===== config.mk =====
export PLATFORM = sky130hd
export DESIGN_NAME = hazard_unit
export DESIGN_NICKNAME = d
export VERILOG_FILES = /design/src/rtl/hzd_pkg.sv /design/src/rtl/hazard_match.sv /design/src/rtl/hazard_ctrl.sv /design/src/rtl/hazard_unit.sv
export SDC_FILE = /design/constraint.sdc
export NUM_CORES = 1
export LEC_CHECK = 0
export BUFFER_PORTS_ARGS = -buffer_cell sky130_fd_sc_hd__buf_2
export CELL_PAD_IN_SITES_DETAIL_PLACEMENT = 1
export CELL_PAD_IN_SITES_GLOBAL_PLACEMENT = 1
export CORE_MARGIN = 2
export CORE_UTILIZATION = 22
export DETAILED_ROUTE_END_ITERATION = 7
export PLACE_DENSITY = 0.89
export SLEW_MARGIN = 5
export SYNTH_ARGS = -nofsm -noshare
export SYNTH_HDL_FRONTEND = slang
export SYNTH_SLANG_ARGS = --single-unit

===== constraint.sdc =====
create_clock -name vclk -period 2.08
set_input_delay 0.416 -clock vclk [all_inputs]
set_output_delay 0.416 -clock vclk [all_outputs]
set_load 0.02 [all_outputs]

===== src/rtl/hzd_pkg.sv =====
package hzd_pkg;

  typedef enum logic [1:0] {
    FWD_RF  = 2'b00,
    FWD_WB  = 2'b01,
    FWD_MEM = 2'b10
  } fwdSel_e;

  // strobes from the match datapath to the sequencing control
  typedef struct packed {
    logic loadUse;
    logic redirect;
    logic memBusy;
  } hzdStrobe_t;

  typedef struct packed {
    logic pcEn;
    logic ifIdEn;
    logic idExEn;
    logic exMemEn;
    logic memWbEn;
    logic ifIdFlush;
    logic idExFlush;
  } pipeCtl_t;

endpackage


===== src/rtl/hazard_match.sv =====
module hazard_match
  import hzd_pkg::*;
#(
  parameter int AW   = 5,
  parameter int NSRC = 2
) (
  input  logic [NSRC-1:0][AW-1:0] exRs,
  input  logic [NSRC-1:0][AW-1:0] idRs,
  input  logic [NSRC-1:0]         idUses,
  input  logic [AW-1:0]           exRd,
  input  logic                    exIsLoad,
  input  logic [AW-1:0]           memRd,
  input  logic                    memRegWrite,
  input  logic [AW-1:0]           wbRd,
  input  logic                    wbRegWrite,
  input  logic                    exRedirect,
  input  logic                    dcacheBusy,
  output fwdSel_e [NSRC-1:0]      fwdSel,
  output hzdStrobe_t              strobe
);

  localparam logic [AW-1:0] ZERO_REG = '0;

  logic memLive, wbLive, loadLive;
  logic [NSRC-1:0] luHit;

  assign memLive  = memRegWrite && (memRd != ZERO_REG);
  assign wbLive   = wbRegWrite  && (wbRd  != ZERO_REG);
  assign loadLive = exIsLoad    && (exRd  != ZERO_REG);

  for (genvar s = 0; s < NSRC; s++) begin : g_src
    logic memHit, wbHit;
    assign memHit = memLive && (memRd == exRs[s]);
    assign wbHit  = wbLive  && (wbRd  == exRs[s]);

    always_comb begin
      if (memHit)     fwdSel[s] = FWD_MEM;
      else if (wbHit) fwdSel[s] = FWD_WB;
      else            fwdSel[s] = FWD_RF;
    end

    assign luHit[s] = loadLive && idUses[s] && (idRs[s] == exRd);
  end

  assign strobe.loadUse  = |luHit;
  assign strobe.redirect = exRedirect;
  assign strobe.memBusy  = dcacheBusy;

endmodule


===== src/rtl/hazard_ctrl.sv =====
module hazard_ctrl
  import hzd_pkg::*;
(
  input  hzdStrobe_t strobe,
  output pipeCtl_t   ctl
);

  always_comb begin
    ctl = '{pcEn: 1'b1, ifIdEn: 1'b1, idExEn: 1'b1, exMemEn: 1'b1,
            memWbEn: 1'b1, ifIdFlush: 1'b0, idExFlush: 1'b0};
    if (strobe.memBusy) begin
      ctl.pcEn    = 1'b0;
      ctl.ifIdEn  = 1'b0;
      ctl.idExEn  = 1'b0;
      ctl.exMemEn = 1'b0;
      ctl.memWbEn = 1'b0;
    end else if (strobe.redirect) begin
      ctl.ifIdFlush = 1'b1;
      ctl.idExFlush = 1'b1;
    end else if (strobe.loadUse) begin
      ctl.pcEn      = 1'b0;
      ctl.ifIdEn    = 1'b0;
      ctl.idExFlush = 1'b1;
    end
  end

endmodule


===== src/rtl/hazard_unit.sv =====
module hazard_unit
  import hzd_pkg::*;
#(
  parameter int AW = 5
) (
  input  logic [AW-1:0] idRs1,
  input  logic [AW-1:0] idRs2,
  input  logic          idUsesRs1,
  input  logic          idUsesRs2,
  input  logic [AW-1:0] exRs1,
  input  logic [AW-1:0] exRs2,
  input  logic [AW-1:0] exRd,
  input  logic          exIsLoad,
  input  logic [AW-1:0] memRd,
  input  logic          memRegWrite,
  input  logic [AW-1:0] wbRd,
  input  logic          wbRegWrite,
  input  logic          exRedirect,
  input  logic          dcacheBusy,
  output logic [1:0]    fwdSelA,
  output logic [1:0]    fwdSelB,
  output logic          pcEn,
  output logic          ifIdEn,
  output logic          idExEn,
  output logic          exMemEn,
  output logic          memWbEn,
  output logic          ifIdFlush,
  output logic          idExFlush
);

  localparam int NSRC = 2;

  logic [NSRC-1:0][AW-1:0] exRsV, idRsV;
  logic [NSRC-1:0]         idUsesV;
  fwdSel_e [NSRC-1:0]      fwdSelV;
  hzdStrobe_t              strobe;
  pipeCtl_t                ctl;

  assign exRsV   = {exRs2, exRs1};
  assign idRsV   = {idRs2, idRs1};
  assign idUsesV = {idUsesRs2, idUsesRs1};

  hazard_match #(.AW(AW), .NSRC(NSRC)) u_match (
    .exRs(exRsV), .idRs(idRsV), .idUses(idUsesV),
    .exRd(exRd), .exIsLoad(exIsLoad),
    .memRd(memRd), .memRegWrite(memRegWrite),
    .wbRd(wbRd), .wbRegWrite(wbRegWrite),
    .exRedirect(exRedirect), .dcacheBusy(dcacheBusy),
    .fwdSel(fwdSelV), .strobe(strobe)
  );

  hazard_ctrl u_ctrl (.strobe(strobe), .ctl(ctl));

  assign fwdSelA   = fwdSelV[0];
  assign fwdSelB   = fwdSelV[1];
  assign pcEn      = ctl.pcEn;
  assign ifIdEn    = ctl.ifIdEn;
  assign idExEn    = ctl.idExEn;
  assign exMemEn   = ctl.exMemEn;
  assign memWbEn   = ctl.memWbEn;
  assign ifIdFlush = ctl.ifIdFlush;
  assign idExFlush = ctl.idExFlush;

endmodule


==> impl_results.html <==
<table>
<tr><th>Metric</th><th>Value</th></tr>
<tr><th colspan="2">STA</th></tr>
<tr><td>Slew at the pin with the worst max-slew slack</td><td>338 ps</td></tr>
<tr><td>Smallest setup slack after layout</td><td>-25.6 ps</td></tr>
<tr><td>Sum of negative setup slack</td><td>-37.2 ps</td></tr>
<tr><td>Endpoints failing hold</td><td>0</td></tr>
<tr><td>Endpoints failing setup</td><td>2</td></tr>
<tr><td>Slew Limit Headroom</td><td>0.772</td></tr>
<tr><td>Period utilisation layout</td><td>1.01</td></tr>
<tr><td>Min Tclk post-route</td><td>2110 ps</td></tr>
<tr><td>F_max</td><td>475 MHz</td></tr>
<tr><td>Unrepaired setup endpoints after global routing</td><td>yes</td></tr>
<tr><td>Final Max Slew Viols</td><td>0</td></tr>
<tr><th colspan="2">Place</th></tr>
<tr><td>Global placer's final weighted congestion</td><td>0.798</td></tr>
<tr><td>Detailed placer's ending HPWL</td><td>2020 um</td></tr>
<tr><td>Buffers added on ports</td><td>53</td></tr>
<tr><th colspan="2">Run status</th></tr>
<tr><td>Violations in the final reports</td><td>setup timing</td></tr>
<tr><td>Outcome</td><td>finished, violations left</td></tr>
<tr><th colspan="2">Setup path</th></tr>
<tr><td>Worst Setup SP</td><td>exRs1[4]</td></tr>
<tr><td>Element type at the critical path end</td><td>output port</td></tr>
<tr><td>Highest fanout seen on the critical path</td><td>2</td></tr>
<tr><td>Startpoint-to-endpoint class of the critical path</td><td>input pin to output port</td></tr>
<tr><td>Data required time of the critical path</td><td>1660 ps</td></tr>
<tr><td>Destination of the critical timing path</td><td>fwdSelA[0]</td></tr>
<tr><td>Critical path data arrival time</td><td>1690 ps</td></tr>
<tr><td>Startpoint type of the worst setup path</td><td>input pin</td></tr>
<tr><th colspan="2">Pwr</th></tr>
<tr><td>Peak supply drop</td><td>0.0000771 V</td></tr>
<tr><td>Leakage Power</td><td>0.000398 uW</td></tr>
<tr><td>Power per cell area</td><td>209 nW/um2</td></tr>
<tr><th colspan="2">Routing</th></tr>
<tr><td>Detailed-route wire length per cell</td><td>15.1 um</td></tr>
<tr><td>DRC viols</td><td>0</td></tr>
<tr><td>Vias per cell</td><td>4.54</td></tr>
<tr><td>Via total after detailed routing</td><td>644</td></tr>
<tr><td>Number of DRC markers after the initial detailed-route iteration</td><td>2</td></tr>
<tr><td>Number of iterations in the first detailed-routing pass</td><td>3</td></tr>
<tr><td>Wire length after detailed routing</td><td>2150 um</td></tr>
<tr><td>Antenna Violating Nets Remaining</td><td>0</td></tr>
<tr><th colspan="2">Clocking</th></tr>
<tr><td>Quantity of hold-fixing buffers added after cts</td><td>0</td></tr>
<tr><td>Number of setup buffers added after CTS</td><td>0</td></tr>
<tr><th colspan="2">Synthesis</th></tr>
<tr><td>Distinct cells, synth</td><td>17</td></tr>
<tr><td>Portion of netlist area occupied by mux cells</td><td>0</td></tr>
<tr><td>Sequential fraction of the synthesis area</td><td>0</td></tr>
<tr><td>Adder-cell share of the synthesized area</td><td>0</td></tr>
<tr><td>Main combinational cell family by area after synthesis</td><td>XOR/XNOR gates</td></tr>
<tr><td>Cell count after synthesis</td><td>60</td></tr>
<tr><td>Number of synthesis warnings</td><td>0</td></tr>
<tr><td>Net count of the mapped netlist</td><td>102</td></tr>
<tr><td>Area share of and/or/nand/nor cells after synthesis</td><td>0.247</td></tr>
<tr><td>XOR/XNOR share of the synthesized area</td><td>0.571</td></tr>
<tr><td>Mapped Avg Cell Area</td><td>7.67 um2</td></tr>
<tr><td>Share of the synthesized area in compound gates (AO/OA/AOI/OAI)</td><td>0.0842</td></tr>
<tr><td>Netlist Area Pre-Place</td><td>460 um2</td></tr>
<tr><th colspan="2">Die</th></tr>
<tr><td>Die boundary width</td><td>49.8 um</td></tr>
<tr><td>FP Rows</td><td>16</td></tr>
<tr><td>Vertical die dimension</td><td>49.8 um</td></tr>
<tr><td>Starting density of the core</td><td>0.235</td></tr>
<tr><td>Top-level I/O count</td><td>53</td></tr>
<tr><td>DIE AREA</td><td>2480 um2</td></tr>
<tr><td>Placeable core area</td><td>1960 um2</td></tr>
<tr><th colspan="2">Cells and area</th></tr>
<tr><td>P&amp;R area growth vs syn</td><td>79.3%</td></tr>
<tr><td>Count of flip-flops and latches</td><td>0</td></tr>
<tr><td>Final core occ</td><td>0.421</td></tr>
<tr><td>Most frequent standard cell in the layout excluding fill and tap cells</td><td>sky130_fd_sc_hd__buf_2</td></tr>
<tr><td>Leading cell types in the layout, fill and taps excluded</td><td>sky130_fd_sc_hd__buf_2, sky130_fd_sc_hd__xnor2_1, sky130_fd_sc_hd__xor2_1</td></tr>
<tr><td>Sequential cell area</td><td>0 um2</td></tr>
<tr><td>Share of layout cells above drive strength 1</td><td>0.583</td></tr>
<tr><td>Post-layout nets</td><td>159</td></tr>
<tr><td># diodes</td><td>0</td></tr>
<tr><td>Clock buf count</td><td>0</td></tr>
<tr><th colspan="2">Global route</th></tr>
<tr><td>Vias in the first global route</td><td>722</td></tr>
<tr><td>Global-route wire length before repair</td><td>3310 um</td></tr>
<tr><td>Total gr overflow</td><td>0</td></tr>
<tr><td>Total routing resource utilization after global routing</td><td>0.174</td></tr>
<tr><td>Number of antenna violations at the first check in global routing</td><td>0</td></tr>
<tr><td>Pin count of the biggest net entering global routing</td><td>5</td></tr>
<tr><th colspan="2">Job</th></tr>
<tr><td>Number of violations of the max-capacitance limit</td><td>0</td></tr>
<tr><th colspan="2">Worst hold path</th></tr>
<tr><td>Min-Delay Path Class</td><td>input pin to output port</td></tr>
</table>
-- worst min-delay path by stage --
stage / start / endpoint / slack [ps] / depth (start not counted)
6_report: dcacheBusy / pcEn / 1140 / 3
5_1_grt: dcacheBusy / pcEn / 1160 / 3
4_1_cts: dcacheBusy / pcEn / 1130 / 3
3_5_place_dp: dcacheBusy / pcEn / 1130 / 3
3_3_place_gp: dcacheBusy / pcEn / 1130 / 3
2_1_floorplan: dcacheBusy / ifIdEn / 920 / 1
-- logic make-up after synthesis --
| group | after synthesis |
|---|---|
| XOR/XNOR | 30 |
| AND/OR/NAND/NOR | 18 |
| AO/OA/AOI/OAI | 5 |
| buffers and inverters | 7 |
-- cell usage after synthesis, drive strengths merged --
cell   instances  area [um2]
xnor2         16         140
xor2          14         123
buf            5        37.5
nor4           4        37.5
or4            4        30.0
nand2          3        11.3
inv            2        7.51
nand3          2        10.0
nand4          2        12.5
nor2           2        7.51
o21ai          2        13.8
a41o           1        10.0
a41oi          1        8.76
nor3           1        5.00
o22ai          1        6.26
-- critical path: stages --
cell and delay, ps:
sky130_fd_sc_hd__buf_2 120, sky130_fd_sc_hd__xor2_1 140, sky130_fd_sc_hd__or4_1 520, sky130_fd_sc_hd__nor4_2 300, sky130_fd_sc_hd__buf_4 190
-- area by class of cell --
cell class         count  area, um2
multi-input cells     53        443
inverters              2       7.51
repair buffers        60        342
fillers              277       1140
well taps             27       33.8
-- through the flow --
stage / std cells / area [um2] / hold slack, ps / worst slack [ps] / power (uW)
detailed placement: 142 / 774 / 1130 / -64.9 / 163
CTS: 142 / 822 / 1130 / -0.250 / 173
global route: 142 / 826 / 1160 / -74.7 / 185
floorplan: 60 / 460 / 918 / 55.3 / 77.0
finish: 142 / 826 / 1140 / -25.6 / 173
global placement: 142 / 774 / 1130 / -31.3 / 154
-- layer usage --
metal	global-route usage	routed length, um	vias up	share of wire
met5	0	0	-	0
li1	-	-	318	-
met4	0.0509	74	0	0.034
met1	0.174	735	308	0.34
met3	0.00909	18	6	0.0084
met2	0.369	1320	12	0.61
-- power breakdown --
| part | internal (uW) | total, uW | switching, uW |
|---|---|---|---|
| logic | 87.3 | 173 | 85.3 |
| registers | 0 | 0 | 0 |
| clock network | 0 | 0 | 0 |
| total | 87.3 | 173 | 85.3 |
-- what timing repair did --
item	in CTS	in global routing
resized for setup	11	1
pin swaps	2	0
endpoints found under the setup margin	3	2
Note: power is estimated with default switching activity, not from simulation.
